File: src/rtl/frame_sched_pkg.sv
package frame_sched_pkg;

    typedef struct packed {
        logic tmode;
        logic loop_dig;
        logic loop_ana;
        logic loop_int;
        logic ckout;
        logic rxbias;
        logic ctrl_quarter;
        logic auto_ctrl;
    } cfg_t;

    localparam int CFG_W = $bits(cfg_t);

endpackage

File: src/rtl/sfs_cfg_reg.sv
module sfs_cfg_reg
    import frame_sched_pkg::*;
(
    input  logic             clk,
    input  logic             rst_n,
    input  logic             we,
    input  logic [CFG_W-1:0] wdata,
    output cfg_t             cfg_o
);
    cfg_t cfg_d, cfg_q;

    always_comb begin
        cfg_d = cfg_q;
        if (we) cfg_d = cfg_t'(wdata);
    end

    always_ff @(posedge clk) begin
        if (!rst_n) cfg_q <= '0;
        else        cfg_q <= cfg_d;
    end

    assign cfg_o = cfg_q;
endmodule

File: src/rtl/sfs_timer.sv
module sfs_timer #(
    parameter int PERIOD = 256,
    parameter int POS_W  = $clog2(PERIOD)
) (
    input  logic             clk,
    input  logic             rst_n,
    input  logic             quarter_i,
    input  logic             auto_i,
    output logic [POS_W-1:0] pos_o,
    output logic             boundary_o,
    output logic             act_auto_o,
    output logic [POS_W-1:0] ctrl_ofs_o
);
    localparam logic [POS_W-1:0] LAST    = POS_W'(PERIOD - 1);
    localparam logic [POS_W-1:0] QUARTER = POS_W'(PERIOD / 4);
    localparam logic [POS_W-1:0] HALF    = POS_W'(PERIOD / 2);

    typedef struct packed {
        logic [POS_W-1:0] pos;
        logic             quarter;
        logic             auto_m;
    } tmr_t;

    tmr_t st_d, st_q;
    logic at_end;

    always_comb begin
        at_end = (st_q.pos == LAST);
        st_d   = st_q;
        if (at_end) begin
            st_d.pos     = '0;
            st_d.quarter = quarter_i;
            st_d.auto_m  = auto_i;
        end else begin
            st_d.pos = st_q.pos + POS_W'(1);
        end
    end

    always_ff @(posedge clk) begin
        if (!rst_n) begin
            st_q.pos     <= LAST;
            st_q.quarter <= 1'b0;
            st_q.auto_m  <= 1'b0;
        end else begin
            st_q <= st_d;
        end
    end

    assign pos_o      = st_q.pos;
    assign boundary_o = at_end;
    assign act_auto_o = st_q.auto_m;
    assign ctrl_ofs_o = st_q.quarter ? QUARTER : HALF;
endmodule

File: src/rtl/sfs_deser.sv
module sfs_deser #(
    parameter int W = 16
) (
    input  logic         clk,
    input  logic         rst_n,
    input  logic         shift_en,
    input  logic         last_i,
    input  logic         keep_lsb,
    input  logic         din,
    output logic [W-1:0] word_o,
    output logic         valid_o
);
    typedef struct packed {
        logic [W-1:0] sh;
        logic [W-1:0] word;
        logic         valid;
    } ds_t;

    ds_t st_d, st_q;

    always_comb begin
        st_d       = st_q;
        st_d.valid = 1'b0;
        if (shift_en) begin
            st_d.sh = {st_q.sh[W-2:0], din};
            if (last_i) begin
                st_d.word  = {st_q.sh[W-2:0], keep_lsb & din};
                st_d.valid = 1'b1;
            end
        end
    end

    always_ff @(posedge clk) begin
        if (!rst_n) st_q <= '0;
        else        st_q <= st_d;
    end

    assign word_o  = st_q.word;
    assign valid_o = st_q.valid;
endmodule

File: src/rtl/frame_sched.sv
module frame_sched
    import frame_sched_pkg::*;
#(
    parameter int PERIOD     = 256,
    parameter int FRAME_BITS = 16
) (
    input  logic                  clk,
    input  logic                  rst_n,
    input  logic                  cfg_we,
    input  logic [7:0]            cfg_wdata,
    output logic [7:0]            cfg_rdata,
    input  logic [FRAME_BITS-1:0] rx_word_i,
    input  logic                  sdin_i,
    output logic                  sdout_o,
    output logic                  fsync_o,
    output logic                  fsync_ctrl_o,
    output logic [FRAME_BITS-1:0] tx_word_o,
    output logic                  tx_valid_o,
    output logic [FRAME_BITS-1:0] ctrl_word_o,
    output logic                  ctrl_valid_o
);
    localparam int POS_W = $clog2(PERIOD);
    localparam logic [POS_W-1:0] DATA_LAST = POS_W'(FRAME_BITS - 1);
    localparam logic [POS_W-1:0] NBITS     = POS_W'(FRAME_BITS);

    cfg_t             cfg;
    logic [POS_W-1:0] pos;
    logic [POS_W-1:0] ctrl_ofs;
    logic             boundary;
    logic             act_auto;
    logic             data_bit, data_last, ctrl_start, ctrl_last;

    typedef struct packed {
        logic [FRAME_BITS-1:0] out_sh;
        logic                  pend;
        logic                  ctrl_act;
    } top_t;

    top_t st_d, st_q;

    sfs_cfg_reg u_cfg (
        .clk   (clk),
        .rst_n (rst_n),
        .we    (cfg_we),
        .wdata (cfg_wdata),
        .cfg_o (cfg)
    );

    sfs_timer #(.PERIOD(PERIOD)) u_tmr (
        .clk        (clk),
        .rst_n      (rst_n),
        .quarter_i  (cfg.ctrl_quarter),
        .auto_i     (cfg.auto_ctrl),
        .pos_o      (pos),
        .boundary_o (boundary),
        .act_auto_o (act_auto),
        .ctrl_ofs_o (ctrl_ofs)
    );

    sfs_deser #(.W(FRAME_BITS)) u_data_in (
        .clk      (clk),
        .rst_n    (rst_n),
        .shift_en (data_bit),
        .last_i   (data_last),
        .keep_lsb (act_auto),
        .din      (sdin_i),
        .word_o   (tx_word_o),
        .valid_o  (tx_valid_o)
    );

    sfs_deser #(.W(FRAME_BITS)) u_ctrl_in (
        .clk      (clk),
        .rst_n    (rst_n),
        .shift_en (st_q.ctrl_act),
        .last_i   (ctrl_last),
        .keep_lsb (1'b1),
        .din      (sdin_i),
        .word_o   (ctrl_word_o),
        .valid_o  (ctrl_valid_o)
    );

    always_comb begin
        data_bit   = (pos < NBITS);
        data_last  = (pos == DATA_LAST);
        ctrl_start = st_q.pend && (pos == ctrl_ofs - POS_W'(1));
        ctrl_last  = st_q.ctrl_act && (pos == ctrl_ofs + DATA_LAST);

        st_d = st_q;
        if (boundary)
            st_d.out_sh = cfg.loop_dig ? tx_word_o : rx_word_i;
        else if (data_bit)
            st_d.out_sh = {st_q.out_sh[FRAME_BITS-2:0], 1'b0};

        if (data_last && (act_auto || sdin_i)) st_d.pend = 1'b1;
        else if (ctrl_start)                   st_d.pend = 1'b0;

        if (ctrl_start)     st_d.ctrl_act = 1'b1;
        else if (ctrl_last) st_d.ctrl_act = 1'b0;
    end

    always_ff @(posedge clk) begin
        if (!rst_n) st_q <= '0;
        else        st_q <= st_d;
    end

    assign cfg_rdata    = cfg;
    assign fsync_o      = boundary || ctrl_start;
    assign fsync_ctrl_o = ctrl_start;
    assign sdout_o      = data_bit & st_q.out_sh[FRAME_BITS-1];
endmodule

File: config.mk
export PLATFORM = sky130hd
export DESIGN_NAME = frame_sched
export DESIGN_NICKNAME = d
export VERILOG_FILES = /design/src/rtl/frame_sched_pkg.sv /design/src/rtl/sfs_cfg_reg.sv /design/src/rtl/sfs_timer.sv /design/src/rtl/sfs_deser.sv /design/src/rtl/frame_sched.sv
export SDC_FILE = /design/constraint.sdc
export NUM_CORES = 1
export LEC_CHECK = 0
export ABC_CLOCK_PERIOD_IN_PS = 2300
export BUFFER_PORTS_ARGS = -buffer_cell sky130_fd_sc_hd__buf_2
export CAP_MARGIN = 15
export CELL_PAD_IN_SITES_DETAIL_PLACEMENT = 1
export CELL_PAD_IN_SITES_GLOBAL_PLACEMENT = 2
export CORE_MARGIN = 3
export CORE_UTILIZATION = 34
export CTS_CLUSTER_SIZE = 14
export DETAILED_ROUTE_END_ITERATION = 12
export GPL_ROUTABILITY_DRIVEN = 0
export GPL_TIMING_DRIVEN = 0
export PLACE_DENSITY_LB_ADDON = 0.1
export SLEW_MARGIN = 20
export SYNTH_ARGS = -nofsm -noshare
export SYNTH_HDL_FRONTEND = slang
export SYNTH_SLANG_ARGS = --single-unit
export TNS_END_PERCENT = 10
File: constraint.sdc
create_clock -name clk -period 2.3 [get_ports clk]
set_input_delay 0.115 -clock clk [delete_from_list [all_inputs] [get_ports clk]]
set_output_delay 0.115 -clock clk [all_outputs]
set_load 0.005 [all_outputs]
* Word level (Yosys, flattened, before mapping)
Index checks and enable logic that the tools add are counted.
W data, S select, Z words.
** Word-level totals
- Register bits after elaboration :: 100
- Output and inout port bits :: 45
- Logic and storage cells :: 53
** Operators by class
- Add/sub/neg operators :: 3
- Order comparisons :: 1
- Equality and inequality tests :: 4
- Mux-type cells :: 11
- Bitwise operators :: 2
- Reductions and logical operators :: 12
** Operator list (number)
- $mux W16 :: 3
- $eq A8 B8 Y1 :: 2
- $mux W8 :: 2
- $add A8 B1 Y8 const B :: 1
- $add A8 B4 Y8 const B :: 1
- $eq A8 B4 Y1 const B :: 1
- $eq A8 B8 Y1 const B :: 1
- $lt A8 B5 Y1 const B :: 1
- $reduce_and A2 Y1 :: 4
- $sub A8 B1 Y8 const B :: 1
- $mux W1 :: 6
- $reduce_bool A2 Y1 :: 3
- $logic_and A1 B1 Y1 :: 3
- $and A1 B1 Y1 :: 2
- $logic_or A1 B1 Y1 :: 2

* Logic depth before layout (Yosys ltp)
Gate-level depths: netlist of the first run.
- Word-level depth :: 6
- Depth in mapped cells :: 6
- Mapped depth without buffers :: 4

* Cells and area by module
A second synthesis of the first run with hierarchy kept.
** Unflattened totals
- Cells, all modules :: 529
- Area, all modules :: 5016.1 µm²
** By module, submodules not included
- sfs_deser :: times used 2, cells an instance 140, area an instance 1388.8 µm², seq. area each 640.6 µm²
- frame_sched :: times used 1, cells an instance 170, area an instance 1446.4 µm², seq. area each 360.3 µm²
- sfs_timer :: times used 1, cells an instance 54, area an instance 490.5 µm², seq. area each 200.2 µm²
- sfs_cfg_reg :: times used 1, cells an instance 25, area an instance 301.5 µm², seq. area each 160.2 µm²

* Worst setup path before layout of the first run
OpenSTA, ideal clock, no wires.
- Path type :: register to register
- From :: register, netlist name u_tmr.pos_o[0]
- To :: register u_ctrl_in.st_q (netlist bit u_ctrl_in.word_o[10])
- Data arrival time :: 1.575 ns
- Setup slack :: 0.608 ns
- Cell stages (with the launch flop) :: 6
- Path buffers :: 1
- Path through :: dfxtp_1 ha_1 nand3_1 a2111oi_4 buf_6 o2bb2ai_1
** Between the ends
- Cells in the longest elaborated chain, start to end :: 3
** RTL lines
- $eq A8 B8 Y1 :: RTL line frame_sched.sv:86 : ctrl_last = st_q.ctrl_act && (pos == ctrl_ofs + DATA_LAST);
- $logic_and A1 B1 Y1 :: RTL line frame_sched.sv:86
- $reduce_and A2 Y1 (no source line)
- end signal, assigned :: RTL line sfs_deser.sv:35 : else st_q <= st_d;
- end, declared :: RTL line sfs_deser.sv:19 : ds_t st_d, st_q;
No other way between the ends.
A chain may end at the register's enable or synchronous reset.

* Final worst setup path of the first run
- From :: register, netlist name u_tmr.pos_o[4]
- To :: output sdout_o
** Between the ends
- Cells in the longest elaborated chain, start to end :: 2
** RTL lines
- $lt A8 B5 Y1 :: RTL line frame_sched.sv:83 : data_bit = (pos < NBITS);
- $and A1 B1 Y1 :: RTL line frame_sched.sv:109 : assign sdout_o = data_bit & st_q.out_sh[FRAME_BITS-1];
- end, declared :: RTL line frame_sched.sv:14 : output logic sdout_o,
No other way between the ends.

==> results.json, run 1 <==
{
  "run_status": "finished, final reports clean",
  "netlist_top_cells_area": "dfxtp_1 47%, nand2_1 7.3%, buf_4 6.1%",
  "clk_pin_slew_ns": 0.07,
  "drive_gt1_share_pct": 24.1,
  "yosysTopAreaCell": "dfxtp_1",
  "drt_iter0_drc": 141,
  "max_freq_mhz": 464,
  "vdd_drop_max_mv": 0.278,
  "crit_top_cell": "buf_2",
  "cp_slowest_stage_delay_ns": 0.38,
  "io_pins": 73,
  "dp_worst_setup_slack_ns": 0.0310,
  "ys_warn_count": 0,
  "cts-root-buf": "clkbuf_16",
  "synth_nets": 514,
  "cp-start-kind": "flop",
  "synth_edf_count": 0,
  "die_area_um2": 14000,
  "overflow": 0,
  "die_h_um": 118,
  "path_class": "reg2out",
  "critical_path_required_ns": 2.18,
  "wl_per_cell_um": 16.2,
  "synth_ff_type": "dfxtp_1",
  "hold_class": "in2reg",
  "diodes": 0,
  "ys_seq_area_share_pct": 46.7,
  "hold_viol": 0,
  "syn2layout_area_growth_pct": 22.2,
  "chipWidth_um": 118,
  "cts_made_buffers": 9,
  "arrival_ns": 2.04,
  "cp_cell_sequence": "clkbuf_1 > nor4_4 > buf_2 > clkbuf_4 > and2_1 > buf_2",
  "critPathCaptureType": "output pin",
  "fin_nets": 598,
  "power_density_nw_per_um2": 903,
  "drt_wl_total_mm": 12.0,
  "cap_violations": 0,
  "drc": 0,
  "mostFrequentLayoutCells": "100 x dfxtp_1, 83 x nand2_1, 76 x buf_2",
  "reg2reg_setup_slack_ns": 0.25,
  "grt_first_pass_wirelength_mm": 19.5,
  "leakage_nw": 2.01,
  "place_hpwl_mm": 8.76,
  "clock_path_buffers": 2,
  "grt_max_degree": 16,
  "setup_slack_ns": 0.145,
  "fin_crit_sh_pct": 93.7,
  "max_slew_margin_pct": 57.7,
  "synthesis.area_um2": 4290,
  "period_needed_ns": 2.16,
  "num_rows": 40,
  "synth-seq-cells": 100,
  "first_global_vias": 3700,
  "viasPerCell": 4.98,
  "synthCells": 485,
  "clock-sinks": 100,
  "initial_utilization_pct": 35.3,
  "worst_pin_slew_ns": 0.634,
  "cpMaxStageDelayCell": "nor4_4",
  "worstSkewPairLatency_ns": 0.34,
  "grtUsageTotal_pct": 17.4,
  "antenna_found_initial": 0,
  "slew_viol_final": 0,
  "fin_skew_ns": 0.00418,
  "crit_path_max_fanout": 10,
  "cts_tree": "yes",
  "coreArea_um2": 12200,
  "setup_viol": 0,
  "drt_first_pass_iters": 4,
  "ys_types": 41,
  "rsz0062_at_grt": "false",
  "htreeDepth": 3,
  "ant_nets": 0,
  "vias": 3689,
  "fin_setup_tns_ns": 0,
  "async_reset_ff_share_pct": 0,
  "final_common_cell": "dfxtp_1",
  "fillers": 1474,
  "io_buffer_count": 70,
  "synth.top_cell.area_share_pct": 46.7,
  "synth.avg_cell_area_um2": 8.84
}
-- report_power, final --
| group | internal (mW) | switching (mW) |
|---|---|---|
| Clock | 1.01 | 0.664 |
| Sequential | 1.90 | 0.101 |
| Combinational | 0.341 | 0.714 |
-- sequential cells by signal (all words and copies together), names as in the netlist --
name               cells
st_q                  18
u_cfg.cfg_o            8
u_ctrl_in.st_q        15
u_ctrl_in.valid_o      1
u_ctrl_in.word_o      16
u_data_in.st_q        15
u_data_in.valid_o      1
u_data_in.word_o      16
u_tmr.act_auto_o       1
u_tmr.pos_o            8
u_tmr.st_q             1
-- cell type report --
cell class                 instances  area (um^2)  area share [%]
clock buffer                      11          253            4.82
inverter                           3         11.3           0.215
multi-input combinational        306         1870            35.7
buffer                            76          443            8.45
timing repair buffer              73          378            7.21
sequential                       100         2000            38.2
clock inverter                     4         72.6            1.38
tap                              168          210            4.01
-- logic make-up after synthesis --
group | synth area share (%)
AOI/OAI and AO/OA | 19.0
xor gates and xnor gates | 0.613
adders and majority gates | 0.292
buffers and inverters | 10.5
DFF | 46.7
muxes | 5.86
and+or+nand+nor | 17.0
-- path summary, 6_finish.rpt --
| check | startpoint | end | depth (start not counted) |
|---|---|---|---|
| worst min register to register | u_ctrl_in.word_o[6] | u_ctrl_in.word_o[6] | 2 |
| worst max register to register | u_tmr.pos_o[0] | st_q[7] | 5 |
| worst min-delay path | cfg_wdata[2] | u_cfg.cfg_o[2] | 3 |
| worst max-delay path | u_tmr.pos_o[4] | sdout_o | 6 |
-- Yosys cell counts, drive strengths merged (2+ instances only) --
cell type / n
clkbuf: 30
a21o: 2
dfxtp: 100
nand2: 83
mux2i: 24
o21ai: 22
inv: 3
o211ai: 2
and2: 2
buf: 46
a311oi: 15
a21oi: 35
a2111oi: 17
nand2b: 2
nor3: 2
o2bb2ai: 16
nor4: 2
nand4: 3
nand3: 23
xnor2: 2
nor2: 24
nor2b: 15
-- worst max-delay path, delay by kind of cell, from the launching register on --
kind | cells | cell delay, ns
DFF | 1 | 0.30
and+or+nand+nor | 2 | 0.54
buffers and inverters | 4 | 0.85
-- metal layers --
layer	part of all wire, %	track usage [%]	vias up
met3	3.2	2.87	18
li1	-	-	1833
met4	2.6	7.55	0
met5	0	0	-
met1	45	21.7	1764
met2	50	29.6	74
-- stage by stage --
stage / instance area, um^2 / cells / hold WS, ns / util [%] / power [mW]
after global routing: 5240 / 741 / 0.0333 / 43.1 / 5.00
after detailed placement: 4850 / 723 / 0.365 / 39.9 / 3.04
after global placement: 4850 / 723 / 0.349 / 39.9 / 3.01
final: 5240 / 741 / 0.00830 / 43.1 / 4.73
after floorplan: 4290 / 485 / 0.232 / - / 2.71
after CTS: 5220 / 740 / 0.00163 / 42.9 / 4.76
-- timing repair --
item,CTS,global route
setup buffers,0,1
resized for setup,4,2
hold buffers,2,0
endpoints found under the setup margin,3,6
pin swaps,0,1
endpoints found under the hold margin,2,0
No activity file was read; power rests on OpenSTA's default activity.
==> run 2, diff against run 1 <==
Settings changed: CORE_ASPECT_RATIO set to 1.25.
==> run 2 against run 1 <==
  * Fmax is 2.2% lower
  * Die area hardly changed
  * Sequential power hardly changed
  * Register-to-register slack hardly changed
  * Via count stayed put
  * Power is 0.32% higher
  * First-iteration DRC count is 35% lower
  * Global-route usage is 0.068 points lower
  * Cell area is 0.24% lower
  * Combinational power hardly changed
  * Cell count is 0.40% lower
  * Largest power group unchanged
==> results.json, run 2 (synthesis gave the netlist of run 1 again) <==
{
  "die_area_um2": 14000,
  "antenna_found_initial": 0,
  "p_seq_share_pct": 42.3,
  "vias": 3689,
  "io_buffer_count": 70,
  "clock-sinks": 100,
  "grt_first_pass_wirelength_mm": 19.5,
  "power_density_nw_per_um2": 908,
  "viasPerCell": 5.00,
  "critPathCaptureType": "output pin",
  "switching_share_pct": 32.0,
  "die_h_um": 132,
  "ant_nets": 0,
  "chipWidth_um": 106,
  "p_comb_share_pct": 22.8,
  "fin_setup_tns_ns": 0,
  "arrival_ns": 2.09,
  "hold_viol": 0,
  "coreArea_um2": 12200,
  "setup_viol": 0,
  "wl_per_cell_um": 16.1,
  "syn2layout_area_growth_pct": 21.9,
  "fin_crit_sh_pct": 95.8,
  "drt_wl_total_mm": 11.9,
  "placed_cells": 719,
  "detailed_place.area_um2": 4840,
  "critPathBufInv": 4,
  "io_pins": 73,
  "grtUsageTotal_pct": 17.3,
  "crit_family": "buffers and inverters",
  "stdcell_area_um2": 5230,
  "drt_iter0_drc": 92,
  "largest_register_ffs": 18,
  "drive_gt1_share_pct": 24.2,
  "diodes": 0,
  "drt_first_pass_iters": 4,
  "initial_utilization_pct": 35.1,
  "htreeDepth": 3,
  "period_needed_ns": 2.20,
  "run_status": "finished, final reports clean",
  "max_freq_mhz": 454,
  "drc": 0,
  "cpMaxStageDelayCell": "nor4_4",
  "cts-root-buf": "clkbuf_16",
  "max_slew_margin_pct": 57.5,
  "clock_path_buffers": 2,
  "grt_max_degree": 17,
  "p_switching_mw": 1.52,
  "num_rows": 45,
  "path_class": "reg2out",
  "cp-start-kind": "flop",
  "worst_pin_slew_ns": 0.637,
  "crit_top_cell": "buf_2",
  "clk_pin_slew_ns": 0.07,
  "cap_violations": 0,
  "final_common_cell": "dfxtp_1",
  "cts_made_buffers": 9,
  "slew_viol_final": 0,
  "hold_class": "in2reg",
  "place_hpwl_mm": 8.74,
  "pwr-share-clk_pct": 34.9,
  "fin_cells": 738,
  "cp_slowest_stage_delay_ns": 0.38,
  "critical_path_required_ns": 2.18,
  "mostFrequentLayoutCells": "100 x dfxtp_1, 83 x nand2_1, 76 x buf_2",
  "cp_cell_sequence": "clkbuf_1 > nor4_4 > clkbuf_4 > buf_2 > and2_1 > buf_2",
  "worstSkewPairLatency_ns": 0.35,
  "crit_path_max_fanout": 10,
  "largest-register": "st_q",
  "vdd_drop_max_mv": 0.537,
  "leakage_nw": 2.01,
  "fin_skew_ns": 0.00540,
  "internal-power_mw": 3.23,
  "first_global_vias": 3812,
  "fin_nets": 598,
  "cts_tree": "yes",
  "overflow": 0
}
run 2: power by group through the flow:
stage,logic (mW),clock network (mW),registers (mW)
2_1_floorplan,0.693,0,2.01
3_3_place_gp,1.01,0,2.04
3_5_place_dp,1.04,0,2.04
4_1_cts,1.08,1.70,2.01
5_1_grt,1.20,1.78,2.03
6_report,1.08,1.66,2.01
run 2: timing repair:
action	in CTS	in global routing
gates cloned	0	0
buffers inserted	1	0
setup endpoints to repair	5	1
hold buffers	2	0
endpoints found under the hold margin	2	0
pin swaps	1	0
resized for setup	4	2
run 2: layout make-up:
cell class                 instances  area (um^2)
buffer                            76          443
clock buffer                      10          239
clock inverter                     6         86.3
fill                            1514         6990
inverter                           3         11.3
multi-input combinational        306         1860
sequential                       100         2000
tap                              164          205
timing repair buffer              73          378
run 2: worst reg2reg max path, cell delays in order, from the launching register on:
cell and delay [ns]:
dfxtp_1 0.31, clkbuf_1 0.35, and4_1 0.37, nand2_1 0.29, clkbuf_1 0.35, a311oi_1 0.30
run 2: final timing paths:
check             slack (ns)                 from  cells past startpoint             endpoint
setup reg to reg        0.24       u_tmr.pos_o[4]                      5              st_q[8]
setup / recovery         0.1       u_tmr.pos_o[4]                      6              sdout_o
hold reg to reg         0.46  u_ctrl_in.word_o[6]                      2  u_ctrl_in.word_o[6]
hold / removal         0.005         cfg_wdata[5]                      3       u_cfg.cfg_o[5]
run 2: through the flow:
stage / hold slack (ns) / utilization [%] / power (mW) / setup WS [ns]
finish: 0.00476 / 42.8 / 4.75 / 0.0964
global route: 0.00771 / 42.8 / 5.01 / -0.0130
CTS: 0.00151 / 42.7 / 4.79 / 0.0319
detailed placement: 0.363 / 39.7 / 3.08 / -0.0381
global placement: 0.350 / 39.7 / 3.05 / 0.0154
floorplan: 0.232 / - / 2.71 / 0.608
run 2: layer usage:
layer	share of wire, %	wire length [um]	up-vias	global-route usage, %
met5	0	0	-	0
li1	-	-	1837	-
met1	41	4910	1787	19.8
met3	3.2	384	13	2.95
met2	54	6440	52	32.4
met4	1.4	161	0	5.40
==> run 3, diff against run 2 <==
Settings changed: ABC_AREA set to 1, CORE_UTILIZATION 34 to 32, CTS_BUF_LIST set to sky130_fd_sc_hd__clkbuf_16.
==> run 3 against run 2 <==
  * Clock power about the same
  * Combinational power increased by 30%
  * Largest power group unchanged
  * Non-clock buffer count increased by 1
  * Power increased by 8.7%
  * Die area increased by 11%
  * Hold slack improved by 0.010 ns
  * Sequential power increased by 3%
==> results.json, run 3 <==
{
  "diodes": 0,
  "power_density_nw_per_um2": 945,
  "cts_made_buffers": 9,
  "syn2layout_area_growth_pct": 21.6,
  "run_status": "finished, final reports clean",
  "detailed_place.area_um2": 5060,
  "setup_viol": 0,
  "cts-root-buf": "clkbuf_16",
  "mostFrequentLayoutCells": "120 x nand2_1, 100 x dfxtp_1, 87 x nand3_1",
  "synth.avg_cell_area_um2": 7.32,
  "synth_edf_count": 0,
  "holdBufCountCts": 7,
  "reg2reg_from": "u_tmr.pos_o[0]",
  "critical_path_required_ns": 2.18,
  "yosysTopAreaCell": "dfxtp_1",
  "fin_skew_ns": 0.00788,
  "die_area_um2": 15500,
  "synth-seq-cells": 100,
  "use_met3_pct": 3.19,
  "ys_seq_area_share_pct": 44.6,
  "final_common_cell": "nand2_1",
  "p_switching_mw": 1.76,
  "num_rows": 47,
  "internal-power_mw": 3.40,
  "cts_tree": "yes",
  "max_freq_mhz": 504,
  "cpMaxStageDelayCell": "dfxtp_1",
  "dp_worst_setup_slack_ns": 0.606,
  "synthesis.area_um2": 4490,
  "worstSkewPairLatency_ns": 0.35,
  "grtUsageMet1_pct": 21.1,
  "initial_utilization_pct": 33.3,
  "crit_top_cell": "buf_6",
  "vias": 4245,
  "drive_gt1_share_pct": 21.5,
  "ant_nets": 0,
  "fillers": 1743,
  "post-synth-top-count-cell": "nand2_1",
  "first_global_vias": 4342,
  "cap_violations": 0,
  "htreeDepth": 3,
  "grt_max_degree": 18,
  "synth_nets": 642,
  "ys_warn_count": 0,
  "setup_slack_ns": 0.315,
  "switching_share_pct": 34.1,
  "vdd_drop_max_mv": 0.416,
  "arrival_ns": 1.87,
  "p_seq_share_pct": 40.3,
  "fin_crit_sh_pct": 86.3,
  "synthTopCellsByCount": "120 x nand2_1, 100 x dfxtp_1, 87 x nand3_1, 85 x nor2_1, 57 x o21ai_0",
  "clock-sinks": 100,
  "die_h_um": 138,
  "largest-register": "st_q",
  "drc": 0,
  "drt_first_pass_iters": 4,
  "netlist_top_cells_area": "dfxtp_1 45%, nand2_1 10%, nand3_1 9.7%",
  "hold_viol": 0,
  "fin_setup_tns_ns": 0,
  "grtUsageTotal_pct": 17.2,
  "hold_class": "in2reg",
  "max_slew_margin_pct": 59.4,
  "drt_wl_total_mm": 13.3,
  "rsz0062_at_grt": "false",
  "cp-start-kind": "flop",
  "fin_nets": 732,
  "p_comb_share_pct": 27.1,
  "clock_path_buffers": 2,
  "grt_first_pass_wirelength_mm": 21.6,
  "viasPerCell": 4.83,
  "chipWidth_um": 112,
  "overflow": 0,
  "path_class": "reg2out",
  "synth.top_cell.area_share_pct": 44.6,
  "cp_slowest_stage_delay_ns": 0.35,
  "grt-busiest-layer": "met2",
  "crit_path_max_fanout": 10,
  "drt_iter0_drc": 105,
  "synthCells": 613,
  "wl_per_cell_um": 15.1,
  "period_needed_ns": 1.99,
  "grt_util_met2_pct": 30.4,
  "reg2reg_setup_slack_ns": 0.62,
  "critPathCaptureType": "output pin",
  "clk_pin_slew_ns": 0.07,
  "hp-start": "cfg_wdata[1]",
  "ys_types": 26,
  "stdcell_area_um2": 5460,
  "pwr-share-clk_pct": 32.5,
  "synth_ff_type": "dfxtp_1",
  "place_hpwl_mm": 9.86,
  "antenna_found_initial": 0,
  "post_cts_resized": 0,
  "io_pins": 73,
  "io_buffer_count": 72,
  "cts_setup_buffers": 0,
  "coreArea_um2": 13500,
  "largest_register_ffs": 18,
  "async_reset_ff_share_pct": 0,
  "leakage_nw": 2.62,
  "slew_viol_final": 0,
  "crit_start": "u_tmr.pos_o[0]",
  "cp_cell_sequence": "ha_1 > nand3_2 > inv_2 > nand2_4 > buf_6 > buf_6 > nand2_1 > buf_2",
  "worst_pin_slew_ns": 0.609
}
==> run 3: worst paths after layout <==
path	end	depth (start not counted)
setup / recovery	fsync_o	8
hold / removal	u_cfg.cfg_o[1]	3
setup reg to reg	u_ctrl_in.word_o[5]	8
hold reg to reg	u_data_in.word_o[1]	2
==> run 3: power groups by stage <==
stage	combinational, mW	sequential (mW)	clock [mW]
2_1_floorplan	1.06	2.08	0
3_3_place_gp	1.35	2.11	0
3_5_place_dp	1.40	2.12	0
4_1_cts	1.42	2.08	1.73
5_1_grt	1.57	2.11	1.81
6_report	1.40	2.08	1.68
==> run 3: per-layer routing <==
metal  vias to the layer above  wire length [um]
li1                       2145                 -
met1                      2021              6030
met2                        63              6640
met3                        16               435
met4                         0               204
met5                         -                 0
==> run 3: cells by family (layout without fill, tap and decap cells) <==
family / count (synthesis) / in the layout / synth area share [%]
simple gates: 323 / 323 / 32.6
buf+inv: 108 / 203 / 13.4
flops: 100 / 100 / 44.6
compound gates: 80 / 80 / 8.95
fa+ha+maj: 1 / 1 / 0.279
xor+xnor: 1 / 1 / 0.195
==> run 3: per-stage QoR <==
step / util (%) / instances / hold slack (ns) / total power, mW
6_report: 40.5 / 879 / 0.0149 / 5.16
5_1_grt: 40.5 / 879 / 0.0243 / 5.49
2_1_floorplan: - / 613 / 0.250 / 3.14
4_1_cts: 40.5 / 879 / 0.00205 / 5.23
3_5_place_dp: 37.6 / 856 / 0.350 / 3.52
3_3_place_gp: 37.6 / 856 / 0.336 / 3.46
==> run 3: critical path: cells and delay by family (launching register included) <==
family	cells	cell delay, ns
and+or+nand+nor	3	0.31
adders and majority gates	1	0.22
buffers and inverters	4	0.63
DFF	1	0.35
==> run 3: cell type report <==
cell class / count / area, um^2 / area share [%]
Clock buffer: 9 / 225 / 4.13
Timing Repair Buffer: 79 / 430 / 7.88
Sequential cell: 100 / 2000 / 36.7
Buffer: 71 / 462 / 8.46
Clock inverter: 7 / 100 / 1.83
Tap cell: 171 / 214 / 3.92
Multi-Input combinational cell: 405 / 1890 / 34.5
Inverter: 37 / 140 / 2.57
